[src/rtl/vbc_pkg.sv]
package vbc_pkg;

    typedef enum logic [1:0] {
        ST_IDLE   = 2'd0,
        ST_SETUP  = 2'd1,
        ST_CMP    = 2'd2,
        ST_FINISH = 2'd3
    } cal_state_t;

endpackage

[src/rtl/vbc_cfg_decode.sv]
module vbc_cfg_decode #(
    parameter int ADDR_W = 3,
    parameter int DATA_W = 8,
    parameter logic [ADDR_W-1:0] CAL_ADDR  = 3'd5,
    parameter logic [ADDR_W-1:0] DIV_FIRST = 3'd1,
    parameter logic [ADDR_W-1:0] DIV_LAST  = 3'd3,
    parameter int TRIG_BIT = 6,
    parameter int AUTO_BIT = 5
) (
    input  logic              clk,
    input  logic              rst_n,
    input  logic              cfg_we,
    input  logic [ADDR_W-1:0] cfg_addr,
    input  logic [DATA_W-1:0] cfg_wdata,
    output logic              start,
    output logic              auto_en
);

    logic cal_hit;
    logic div_hit;
    logic auto_q;
    logic unused_wdata;

    assign cal_hit = cfg_we && (cfg_addr == CAL_ADDR);
    assign div_hit = cfg_we && (cfg_addr >= DIV_FIRST) && (cfg_addr <= DIV_LAST);

    // auto-restart enable lives in the calibration control register
    always_ff @(posedge clk or negedge rst_n) begin
        if (!rst_n) begin
            auto_q <= 1'b0;
        end else if (cal_hit) begin
            auto_q <= cfg_wdata[AUTO_BIT];
        end
    end

    assign start        = (cal_hit && cfg_wdata[TRIG_BIT]) || (div_hit && auto_q);
    assign auto_en      = auto_q;
    assign unused_wdata = ^cfg_wdata;


    div_needs_auto_chk: assert property (@(posedge clk) disable iff (!rst_n)
        (div_hit && !auto_en && !cal_hit) |-> !start);

endmodule

[src/rtl/vbc_seq_fsm.sv]
module vbc_seq_fsm
    import vbc_pkg::*;
#(
    parameter int CODE_W = 5,
    localparam int IDX_W = $clog2(CODE_W + 1)
) (
    input  logic             clk,
    input  logic             rst_n,
    input  logic             start,
    input  logic             ref_tick,
    output logic [IDX_W-1:0] idx,
    output logic             open_win,
    output logic             decide,
    output logic             busy,
    output logic             force_mid
);

    localparam logic [IDX_W-1:0] TOP_IDX = IDX_W'(CODE_W - 1);

    cal_state_t       st_q, st_d;
    logic [IDX_W-1:0] idx_q, idx_d;

    // next-state and bit-index update
    always_comb begin
        st_d  = st_q;
        idx_d = idx_q;
        unique case (st_q)
            ST_IDLE: begin
                if (start) st_d = ST_SETUP;
            end
            ST_SETUP: begin
                if (start) begin
                    st_d = ST_SETUP;
                end else if (ref_tick) begin
                    st_d  = ST_CMP;
                    idx_d = TOP_IDX;
                end
            end
            ST_CMP: begin
                if (start) begin
                    st_d = ST_SETUP;
                end else if (ref_tick) begin
                    if (idx_q == '0) st_d = ST_FINISH;
                    else             idx_d = idx_q - 1'b1;
                end
            end
            ST_FINISH: begin
                if (start)         st_d = ST_SETUP;
                else if (ref_tick) st_d = ST_IDLE;
            end
            default: st_d = ST_IDLE;
        endcase
    end

    // state register
    always_ff @(posedge clk or negedge rst_n) begin
        if (!rst_n) begin
            st_q  <= ST_IDLE;
            idx_q <= '0;
        end else begin
            st_q  <= st_d;
            idx_q <= idx_d;
        end
    end

    // outputs
    always_comb begin
        busy      = 1'b1;
        force_mid = 1'b1;
        open_win  = 1'b0;
        decide    = 1'b0;
        unique case (st_q)
            ST_IDLE: begin
                busy      = 1'b0;
                force_mid = 1'b0;
            end
            ST_SETUP: begin
                open_win = ref_tick && !start;
            end
            ST_CMP: begin
                decide   = ref_tick && !start;
                open_win = ref_tick && !start && (idx_q != '0);
            end
            ST_FINISH: begin
            end
            default: begin
                busy      = 1'b0;
                force_mid = 1'b0;
            end
        endcase
    end

    assign idx = idx_q;


    restart_chk: assert property (@(posedge clk) disable iff (!rst_n)
        start |=> (st_q == ST_SETUP));


    finish_chk: assert property (@(posedge clk) disable iff (!rst_n)
        (st_q == ST_FINISH && ref_tick && !start) |=> (st_q == ST_IDLE));


    idx_range_chk: assert property (@(posedge clk) disable iff (!rst_n)
        (st_q == ST_CMP) |-> (idx_q <= TOP_IDX));

endmodule

[src/rtl/vbc_sar_path.sv]
module vbc_sar_path #(
    parameter int CODE_W = 5,
    localparam int IDX_W = $clog2(CODE_W + 1)
) (
    input  logic              clk,
    input  logic              rst_n,
    input  logic              start,
    input  logic              open_win,
    input  logic              decide,
    input  logic              busy,
    input  logic [IDX_W-1:0]  idx,
    input  logic              fb_tick,
    output logic [CODE_W-1:0] code,
    output logic              fb_align
);

    localparam logic [CODE_W-1:0] MID_CODE = CODE_W'(1) << (CODE_W - 1);

    logic fast_q;
    logic align_q;
    logic slow;

    // feedback seen during the open window
    always_ff @(posedge clk or negedge rst_n) begin
        if (!rst_n) begin
            fast_q <= 1'b0;
        end else if (open_win) begin
            fast_q <= 1'b0;
        end else if (fb_tick) begin
            fast_q <= 1'b1;
        end
    end

    // a pulse in the closing cycle counts as not slower
    assign slow = !(fast_q || fb_tick);

    genvar i;
    generate
        for (i = 0; i < CODE_W; i++) begin : g_bit
            localparam logic [IDX_W-1:0] MY_IDX   = IDX_W'(i);
            localparam logic [IDX_W-1:0] ABOVE    = IDX_W'(i + 1);
            localparam logic             INIT_VAL = (i == CODE_W - 1);
            logic b_q;
            always_ff @(posedge clk or negedge rst_n) begin
                if (!rst_n) begin
                    b_q <= INIT_VAL;
                end else if (start) begin
                    b_q <= INIT_VAL;
                end else if (decide && idx == MY_IDX) begin
                    b_q <= slow;
                end else if (decide && idx == ABOVE) begin
                    b_q <= 1'b1;
                end
            end
            assign code[i] = b_q;
        end
    endgenerate

    always_ff @(posedge clk or negedge rst_n) begin
        if (!rst_n) align_q <= 1'b0;
        else        align_q <= open_win;
    end

    assign fb_align = align_q;


    mid_load_chk: assert property (@(posedge clk) disable iff (!rst_n)
        start |=> (code == MID_CODE));


    idle_hold_chk: assert property (@(posedge clk) disable iff (!rst_n)
        (!busy && !start) |=> $stable(code));


    tie_clear_chk: assert property (@(posedge clk) disable iff (!rst_n)
        (decide && fb_tick && idx == '0 && !start) |=> !code[0]);

endmodule

[src/rtl/vco_band_cal.sv]
module vco_band_cal #(
    parameter int CODE_W = 5,
    parameter int ADDR_W = 3,
    parameter int DATA_W = 8,
    parameter logic [ADDR_W-1:0] CAL_ADDR  = 3'd5,
    parameter logic [ADDR_W-1:0] DIV_FIRST = 3'd1,
    parameter logic [ADDR_W-1:0] DIV_LAST  = 3'd3,
    parameter int TRIG_BIT = 6,
    parameter int AUTO_BIT = 5
) (
    input  logic              clk,
    input  logic              rst_n,
    input  logic              cfg_we,
    input  logic [ADDR_W-1:0] cfg_addr,
    input  logic [DATA_W-1:0] cfg_wdata,
    input  logic              ref_tick,
    input  logic              fb_tick,
    output logic [CODE_W-1:0] band_code,
    output logic              cal_busy,
    output logic              cal_force,
    output logic              fb_align
);

    localparam int IDX_W = $clog2(CODE_W + 1);

    logic             start;
    logic             auto_en;
    logic             open_win;
    logic             decide;
    logic [IDX_W-1:0] idx;
    logic             unused_auto;

    vbc_cfg_decode #(
        .ADDR_W(ADDR_W), .DATA_W(DATA_W), .CAL_ADDR(CAL_ADDR),
        .DIV_FIRST(DIV_FIRST), .DIV_LAST(DIV_LAST),
        .TRIG_BIT(TRIG_BIT), .AUTO_BIT(AUTO_BIT)
    ) u_cfg (
        .clk(clk), .rst_n(rst_n), .cfg_we(cfg_we), .cfg_addr(cfg_addr),
        .cfg_wdata(cfg_wdata), .start(start), .auto_en(auto_en)
    );

    vbc_seq_fsm #(.CODE_W(CODE_W)) u_fsm (
        .clk(clk), .rst_n(rst_n), .start(start), .ref_tick(ref_tick),
        .idx(idx), .open_win(open_win), .decide(decide),
        .busy(cal_busy), .force_mid(cal_force)
    );

    vbc_sar_path #(.CODE_W(CODE_W)) u_sar (
        .clk(clk), .rst_n(rst_n), .start(start), .open_win(open_win),
        .decide(decide), .busy(cal_busy), .idx(idx), .fb_tick(fb_tick),
        .code(band_code), .fb_align(fb_align)
    );

    assign unused_auto = auto_en;


    force_busy_chk: assert property (@(posedge clk) disable iff (!rst_n)
        cal_force == cal_busy);


    align_in_run_chk: assert property (@(posedge clk) disable iff (!rst_n)
        fb_align |-> cal_busy);


    noop_write_chk: assert property (@(posedge clk) disable iff (!rst_n)
        (cfg_we && cfg_addr == CAL_ADDR && !cfg_wdata[TRIG_BIT] && !cal_busy) |=> !cal_busy);

endmodule

[config.mk]
export PLATFORM = sky130hd
export DESIGN_NAME = vco_band_cal
export DESIGN_NICKNAME = d
export VERILOG_FILES = /design/src/rtl/vbc_pkg.sv /design/src/rtl/vbc_cfg_decode.sv /design/src/rtl/vbc_seq_fsm.sv /design/src/rtl/vbc_sar_path.sv /design/src/rtl/vco_band_cal.sv
export SDC_FILE = /design/constraint.sdc
export NUM_CORES = 1
export LEC_CHECK = 0
export ABC_AREA = 1
export CORE_MARGIN = 10
export CORE_UTILIZATION = 35
export CTS_CLUSTER_DIAMETER = 50
export DETAILED_ROUTE_END_ITERATION = 10
export SYNTH_ARGS = -nofsm -noshare
export SYNTH_HDL_FRONTEND = slang
export SYNTH_SLANG_ARGS = --single-unit
[constraint.sdc]
create_clock -name clk -period 2.1 [get_ports clk]
set_input_delay 0.42 -clock clk [delete_from_list [all_inputs] [get_ports clk]]
set_output_delay 0.42 -clock clk [all_outputs]
set_load 0.005 [all_outputs]
# --- Word level (Yosys, flattened, before mapping) ---
# Cells that the tools add are included.
op_classes:
  mux: 35
  add_sub_neg: 1
  reduce_logical: 29
  magnitude_cmp: 2
  eq_ne: 19
op_table:
  columns: ["op", "n"]
  rows:
  - ["$mux 1", 19]
  - ["$reduce_bool 3->1", 6]
  - ["$mux 2", 8]
  - ["$mux 3", 5]
  - ["$logic_and 1x1->1", 13]
  - ["$ne 2x2->1 const B", 5]
  - ["$eq 3x3->1 const B", 3]
  - ["$ne 3x2->1 const B", 3]
  - ["$pmux 2 s4", 1]
  - ["$eq 3x2->1 const B", 2]
  - ["$pmux 3 s2", 1]
  - ["$reduce_and 6->1", 1]
  - ["$reduce_and 5->1", 1]
  - ["$eq 2x2->1 const B", 2]
  - ["$reduce_bool 2->1", 2]
  - ["$eq 3x1->1 const B", 1]
  - ["$ge 3x1->1 const B", 1]
  - ["$le 3x2->1 const B", 1]
  - ["$logic_not 3->1", 1]
  - ["$ne 3x1->1 const B", 1]
  - ["$sub 3x1->3 const B", 1]
  - ["$eq 2x1->1 const B", 1]
  - ["$logic_not 1->1", 2]
  - ["$logic_not 2->1", 1]
  - ["other kinds (3)", 4]
totals:
  input_bits: 16
  output_inout_bits: 8
  word_cells: 96
  reg_bits: 13

# --- Logic depth before layout (Yosys ltp) ---
# Gate-level depths: netlist of run 1.
depth:
  word_depth: 12
  mapped_depth: 10
  ltp_nobuf: 10

# --- By module ---
# A second synthesis of run 1 with hierarchy kept.
unflattened:
  cells_unflattened: 132
  area_unflattened_um2: 955.9
modules_own_cells:
  columns: ["mod", "instances", "area_per_inst_um2", "cells_per_inst", "seq_area_each_um2"]
  rows:
  - ["vbc_seq_fsm", 1, 457.9, 58, 125.1]
  - ["vbc_sar_path", 1, 415.4, 59, 176.4]
  - ["vbc_cfg_decode", 1, 82.6, 15, 25.0]

# --- Worst setup path after synthesis of run 1 ---
# Ideal clock, no wire load.
synth_timing:
  path_type: "register to register"
  startpoint: "reg u_fsm.st_q[0]"
  endpoint: "reg u_fsm.st_q[1]"
  n_path_buf: 0
  setup_ns: 0.076
  stages_incl_launch_ff: 10
  synth_period_minus_slack_ns: 1.494
  required_time_ns: 2.024
  t_arrival_ns: 1.418
  setup_slack_ns: 0.606
  cell_sequence: "dfrtp_1 -> inv_1 -> ha_1 -> inv_2 -> nand2_1 -> o21ai_1 -> nand2_1 -> nor2_1 -> nand3b_1 -> o21ai_1"
synth_via:
  elab_chain_cells: 3
  elab_cells_between_ends: 11
  classes_between: "8 x eq/ne; 1 x mux; 2 x reduce/logical"
synth_lines:
  columns: ["item", "line_no", "source"]
  rows:
  - ["start, declared", "vbc_seq_fsm.sv:20", "cal_state_t st_q, st_d;"]
  - ["start signal, assigned", "vbc_seq_fsm.sv:61", "st_q <= st_d;"]
  - ["$eq 2x2->1, or another cell as far along", "vbc_seq_fsm.sv:27", "unique case (st_q)"]
  - ["$ne 3x1->1 (no source line), or another cell as far along", null, null]
  - ["$reduce_and 5->1 (no source line)", null, null]
# Several ways; a longest one is shown, not always the timed one.
# A chain may end at the register's enable or synchronous reset.

# --- Final worst setup path of run 1 ---
layout_timing:
  startpoint: "reg u_fsm.st_q[1]"
  endpoint: "out cal_force"
layout_via:
  elab_chain_cells: 2
layout_lines:
  columns: ["item", "line_no", "source"]
  rows:
  - ["$logic_not 2->1", "vbc_seq_fsm.sv:72", "unique case (st_q)"]
  - ["$mux 1", "vbc_seq_fsm.sv:72", null]
  - ["end, declared", "vco_band_cal.sv:20", "output logic cal_force,"]
# Every way passes these cells.

==> metrics.csv, run 1 <==
stage,metric,value,unit
floorplan,initial_core_util,0.367,
finish,layout.nets,168,
timing,finalWorstPathRequiredPeriod,2.03,ns
global_route,grt_antenna_before_repair,0,
logic_synthesis,yosys_register_bits,13,
power,worst_ir_drop_on_vdd,0.817,mV
floorplan,io_pins,24,
global_route,grt_remaining_overflow,0,
global_route,grt_start_max_net_pins,14,
clocking,cts-hold-fix-buffers,0,
clocking,cts_buffer_depth,2,
timing,finalClockSkew,0.00960,ns
logic_synthesis,synthesis.instances,126,
logic_synthesis,post_synth_main_area_contributors,"sky130_fd_sc_hd__dfrtp_1, sky130_fd_sc_hd__ha_1, sky130_fd_sc_hd__nand2_1",
logic_synthesis,synth_cell_types,30,
logic_synthesis,asyncSetResetFlopFracSynth,1.00,
place,place_congestion,0.834,
finish,post_route_cells_drive_above_1_share,0.135,
timing,worst_pin_slew,0.598,ns
critical_path,critical_path_required_time,1.68,ns
timing,fin_worst_hold_slack,0.497,ns
global_route,grt_first_pass_wirelength,3420,um
place,dp.final_hpwl,1600,um
flow_run,max-cap-violations,0,
logic_synthesis,area_of_the_mapped_netlist,1010,sq um
clocking,ctsResizeCount,0,
critical_path,worstSetupPathType,register to output port,
clocking,clkSlewWorstSetupHoldPaths,0.09,ns
route,route.final.wire_length,2040,um
critical_path,cp-start-kind,register,
timing,setup_repair_after_global_routing_missed_its_margin,false,
finish,most_frequent_cells_in_the_layout,"sky130_fd_sc_hd__nand2_1, sky130_fd_sc_hd__inv_1, sky130_fd_sc_hd__clkdlybuf4s50_1",
floorplan,die_y,73.8,um
timing,maxClockFrequency,0.492,GHz
timing,timing.final.hold_violations,0,
place,port-buffer-count,17,
route,first_iter_violations,39,
route,dr_total_vias,819,
clocking,htreeDepth,1,
logic_synthesis,dominant_cell_type_by_area_after_synthesis,sky130_fd_sc_hd__dfrtp_1,
run_status,outcome,"complete, no violations",
critical_path,worst-path-max-fanout,5,
floorplan,dieArea,5440,sq um
clocking,numCtsBuffers,3,
finish,most_frequent_standard_cell_in_the_layout_excluding_fill_and_tap_cells,sky130_fd_sc_hd__nand2_1,
logic_synthesis,number_of_enable_flip_flop_cells_after_synthesis,0,
min_path,timing.hold.worst.class,primary input to async pin,
finish,final_antenna_diode_count,0,
logic_synthesis,ys_flop_type,sky130_fd_sc_hd__dfrtp_1,
clocking,cts_tree,built,
power,power_density,1100,nW/um^2
logic_synthesis,mappedNetlistNets,152,
timing,report.final.slew_viol_count,0,
timing,max-slew-margin-rel,0.600,
floorplan,floorplan.core_area,2760,sq um
timing,portion_of_the_clock_cycle_consumed_by_the_worst_path_in_the_final_layout,0.968,
route,drt_first_pass_iters,4,
logic_synthesis,yosysWarningCount,0,
critical_path,endpoint_kind,output port,
power,power,1330,uW
global_route,grt_pass1_vias,819,
floorplan,core.rowCount,19,
clocking,worst_skew_late_latency,0.29,ns
logic_synthesis,synth_top_area_share,0.297,
finish,areaGrowthSynthToFinish,18.5,%
logic_synthesis,synth.yosys.seq_area_share,0.323,
power,power.static_leakage,0.000592,uW
route,ant_nets,0,
logic_synthesis,synth_area_per_cell,8.03,sq um
floorplan,dieWidth,73.8,um
clocking,clkSinkCount,13,
clocking,cts_setup_buffers,0,
critical_path,cp_data_arrival_time,1.61,ns
place,number_of_cells_in_the_design_after_placement,166,
timing,setup_tns_final,0,ns
route,wire_per_inst,11.9,um
finish,non_filler_cells_final,172,
timing,setup_viol,0,
clocking,ctsRootBufferMaster,sky130_fd_sc_hd__clkbuf_4,
route,drt_drc_violations_left,0,
route,post_drt_via_cell_ratio,4.76,
global_route,groute.usage.overall,0.0798,
==> synth_stat cells (2+ instances only) <==
cell	n
sky130_fd_sc_hd__ha_1	10
sky130_fd_sc_hd__nand3_1	4
sky130_fd_sc_hd__a41oi_1	4
sky130_fd_sc_hd__nand2_1	25
sky130_fd_sc_hd__o21ai_1	8
sky130_fd_sc_hd__nor2_2	2
sky130_fd_sc_hd__nand2_4	2
sky130_fd_sc_hd__nor2_1	12
sky130_fd_sc_hd__a21oi_1	3
sky130_fd_sc_hd__buf_4	7
sky130_fd_sc_hd__inv_1	19
sky130_fd_sc_hd__dfrtp_1	12
==> worst paths after layout <==
| path | from | endpoint | slack (ns) | cells past startpoint |
|---|---|---|---|---|
| hold / removal | rst_n | u_sar.g_bit[0].b_q | 0.50 | 1 |
| hold reg to reg | u_sar.g_bit[1].b_q | u_sar.g_bit[1].b_q | 0.52 | 2 |
| setup reg to reg | u_fsm.st_q[0] | u_fsm.st_q[0] | 0.36 | 9 |
| setup / recovery | u_fsm.st_q[1] | cal_force | 0.07 | 4 |
| max in group asynchronous | rst_n | u_sar.g_bit[1].b_q | 1.21 | 1 |
| min in group clk | u_sar.g_bit[1].b_q | u_sar.g_bit[1].b_q | 0.52 | 2 |
==> power breakdown <==
| part | leakage (uW) | internal [uW] | switching [uW] |
|---|---|---|---|
| clock | 0.0000177 | 70.9 | 92.9 |
| sequential | 0.000158 | 359 | 76.5 |
| combinational | 0.000417 | 345 | 381 |
==> critical path, cell delays in order (launching register included) <==
cell                              delay (ns)
sky130_fd_sc_hd__dfrtp_1                0.40
sky130_fd_sc_hd__inv_1                  0.12
sky130_fd_sc_hd__ha_1                   0.22
sky130_fd_sc_hd__inv_1                  0.07
sky130_fd_sc_hd__clkdlybuf4s50_1        0.50
==> area by class of cell <==
class,instances,area (sq um)
fill,281,1560
multi-input combinational,84,543
sequential,13,327
timing repair buffer,19,185
inverter,21,78.8
tap,31,38.8
clock buffer,3,22.5
clock inverter,1,5.00
==> flip-flops by register name (all words and copies together), names as in the netlist <==
register	flops
u_fsm.st_q	2
u_cfg.auto_en	1
u_fsm.idx	3
u_sar.fast_q	1
u_sar.fb_align	1
u_sar.g_bit.b_q	5
==> stage by stage <==
step | cell area [sq um] | util | worst slack [ns]
floorplan | 1010 | - | 0.606
CTS | 1180 | 0.430 | 0.0304
detailed placement | 1160 | 0.420 | 0.256
finish | 1200 | 0.435 | 0.0673
global route | 1200 | 0.435 | 0.00123
global placement | 1160 | 0.420 | 0.260
==> cells by family (layout without fill, tap and decap cells) <==
logic type / after synthesis / in the layout / share of synthesized area
AOI/OAI and AO/OA: 20 / 20 / 0.126
xor gates and xnor gates: 1 / 1 / 0.00865
adders and majority gates: 10 / 10 / 0.124
buffers and inverters: 29 / 44 / 0.141
DFF: 13 / 13 / 0.323
and+or+nand+nor: 53 / 53 / 0.278
==> layer usage <==
layer,wire (um),vias up,part of all wire,global-route usage
li1,-,427,-,-
met1,967,375,0.47,0.0914
met2,960,14,0.47,0.122
met3,109,3,0.053,0.0310
met4,6,0,0.0029,0.0476
met5,0,-,0,0
Power figures use the tool's default switching activity.
==> run 2: changes to the inputs <==
Settings changed: CORE_MARGIN 10 to 2.
==> metrics.csv, run 2 (synthesis results as in run 1) <==
stage,metric,value,unit,change
timing,worst_pin_slew,0.608,ns,+0.0104 ns
finish,layout.nets,166,,-1.2%
route,drt_first_pass_iters,3,,-1
power,power_density,1080,nW/um^2,-1.8%
power,power.static_leakage,0.000580,uW,-2.1%
finish,final_antenna_diode_count,0,,unchanged
finish,most_frequent_standard_cell_in_the_layout_excluding_fill_and_tap_cells,sky130_fd_sc_hd__nand2_1,,
run_status,outcome,"complete, no violations",,
floorplan,dieWidth,57.8,um,-22%
global_route,grt_antenna_before_repair,0,,unchanged
clocking,cts_buffer_depth,2,,unchanged
floorplan,die_y,57.8,um,-22%
global_route,grt_first_pass_wirelength,3250,um,-5.1%
critical_path,worst-path-max-fanout,4,,-1
floorplan,dieArea,3340,sq um,-39%
flow_run,max-cap-violations,0,,unchanged
critical_path,cp_data_arrival_time,1.59,ns,-0.02 ns
place,place_ws,0.255,ns,-0.000602 ns
critical_path,critical_path_required_time,1.68,ns,about the same
place,dp.final_hpwl,1500,um,-6.3%
route,route.final.wire_length,1850,um,-9.5%
floorplan,core.rowCount,19,,unchanged
route,first_iter_violations,14,,-64%
clocking,ctsRootBufferMaster,sky130_fd_sc_hd__clkbuf_4,,
clocking,cts-hold-fix-buffers,0,,unchanged
finish,num-fill-cells,292,,+3.9%
route,wire_per_inst,10.9,um,-8.5%
min_path,timing.hold.worst.class,register to register,,
floorplan,io_pins,24,,unchanged
finish,largest-register,u_sar.g_bit.b_q,,
power,power,1280,uW,-3.1%
clocking,worst_skew_late_latency,0.28,ns,about the same
finish,most_frequent_cells_in_the_layout,"sky130_fd_sc_hd__nand2_1, sky130_fd_sc_hd__inv_1, sky130_fd_sc_hd__clkdlybuf4s50_1",,
timing,maxClockFrequency,0.498,GHz,+1.2%
floorplan,floorplan.core_area,2760,sq um,unchanged
power,worst_ir_drop_on_vdd,0.621,mV,-24%
timing,report.final.slew_viol_count,0,,unchanged
critical_path,cp-start-kind,register,,
finish,areaGrowthSynthToFinish,16.9,%,
global_route,grt_start_max_net_pins,14,,unchanged
timing,finalClockSkew,0.00530,ns,-0.00430 ns
timing,postLayoutSetupSlackWorst,0.0907,ns,+0.0234 ns
finish,post_route_cells_drive_above_1_share,0.115,,-0.0196
route,post_drt_via_cell_ratio,4.79,,+0.56%
global_route,grt_pass1_vias,777,,-5.1%
timing,setup_viol,0,,unchanged
timing,timing.final.hold_violations,0,,unchanged
finish,largest_register_ff_count,5,,unchanged
floorplan,initial_core_util,0.367,,unchanged
global_route,grt_remaining_overflow,0,,unchanged
clocking,numCtsBuffers,3,,unchanged
route,dr_total_vias,814,,-0.61%
timing,finalWorstPathRequiredPeriod,2.01,ns,-0.0234 ns
clocking,clkSinkCount,13,,unchanged
timing,setup_tns_final,0,ns,unchanged
place,port-buffer-count,17,,unchanged
clocking,cts_setup_buffers,0,,unchanged
global_route,groute.usage.overall,0.127,,+0.0469
clocking,cts_tree,built,,
place,place_congestion,0.842,,+0.94%
critical_path,worstSetupPathType,register to output port,,
clocking,htreeDepth,1,,unchanged
critical_path,endpoint_kind,output port,,
timing,setup_repair_after_global_routing_missed_its_margin,false,,
route,ant_nets,0,,unchanged
clocking,ctsResizeCount,0,,unchanged
clocking,clkSlewWorstSetupHoldPaths,0.08,ns,about the same
timing,portion_of_the_clock_cycle_consumed_by_the_worst_path_in_the_final_layout,0.957,,-0.0111
timing,max-slew-margin-rel,0.593,,-0.00695
route,drt_drc_violations_left,0,,unchanged
[run 2: cell types whose count changed in the layout (fill, tap and decap cells not counted), sizes merged]
cell | previous run | this run
buf | 2 | 0
clkinv | 2 | 1
clkbuf | 3 | 4
[run 2: layout make-up]
| type | count | area (sq um) | share of cell area |
|---|---|---|---|
| timing repair buffer | 17 | 170 | 0.144 |
| clock buffer | 4 | 26.3 | 0.0222 |
| inverter | 21 | 78.8 | 0.0666 |
| tap | 31 | 38.8 | 0.0328 |
| sequential | 13 | 327 | 0.276 |
| multi-input combinational | 84 | 543 | 0.459 |
[run 2: per-stage QoR]
step,util,instances,hold slack [ns],area (sq um)
finish,0.429,170,0.513,1180
global route,0.429,170,0.540,1180
CTS,0.429,170,0.520,1180
detailed placement,0.420,166,0.501,1160
global placement,0.420,166,0.493,1160
floorplan,-,126,0.124,1010
[run 2: worst paths after layout]
check	start	to	slack, ns	depth (start not counted)
min	u_sar.g_bit[3].b_q	u_sar.g_bit[3].b_q	0.51	2
min reg2reg	u_sar.g_bit[3].b_q	u_sar.g_bit[3].b_q	0.51	2
max in group asynchronous	rst_n	u_sar.fb_align	1.19	1
max reg2reg	u_fsm.st_q[0]	u_fsm.st_q[1]	0.35	9
min in group asynchronous	rst_n	u_sar.g_bit[3].b_q	0.52	1
max	u_fsm.st_q[0]	cal_force	0.09	4
[run 2: report_power, final]
group / internal [uW] / total, uW / switching (uW)
Combinational: 323 / 687 / 364
Sequential: 359 / 438 / 79.1
Clock: 73.7 / 158 / 84.4
[run 2: per-layer routing]
layer,global-route usage,vias up,part of all wire,wire (um)
met5,0,-,0,0
li1,-,423,-,-
met1,0.154,374,0.48,895
met4,0.0831,0,0.030,56
met2,0.205,12,0.45,836
met3,0.0223,5,0.032,60
[run 2: critical path, stage by stage (launching register included)]
cell                              delay (ns)
sky130_fd_sc_hd__dfrtp_1                0.40
sky130_fd_sc_hd__inv_1                  0.11
sky130_fd_sc_hd__ha_1                   0.23
sky130_fd_sc_hd__inv_1                  0.07
sky130_fd_sc_hd__clkdlybuf4s50_1        0.49
==> run 3: changes to the inputs <==
Settings changed: ABC_CLOCK_PERIOD_IN_PS set to 2100.
==> results of run 3 <==
No change in the layout: final DEF, timing and power equal those of run 2.
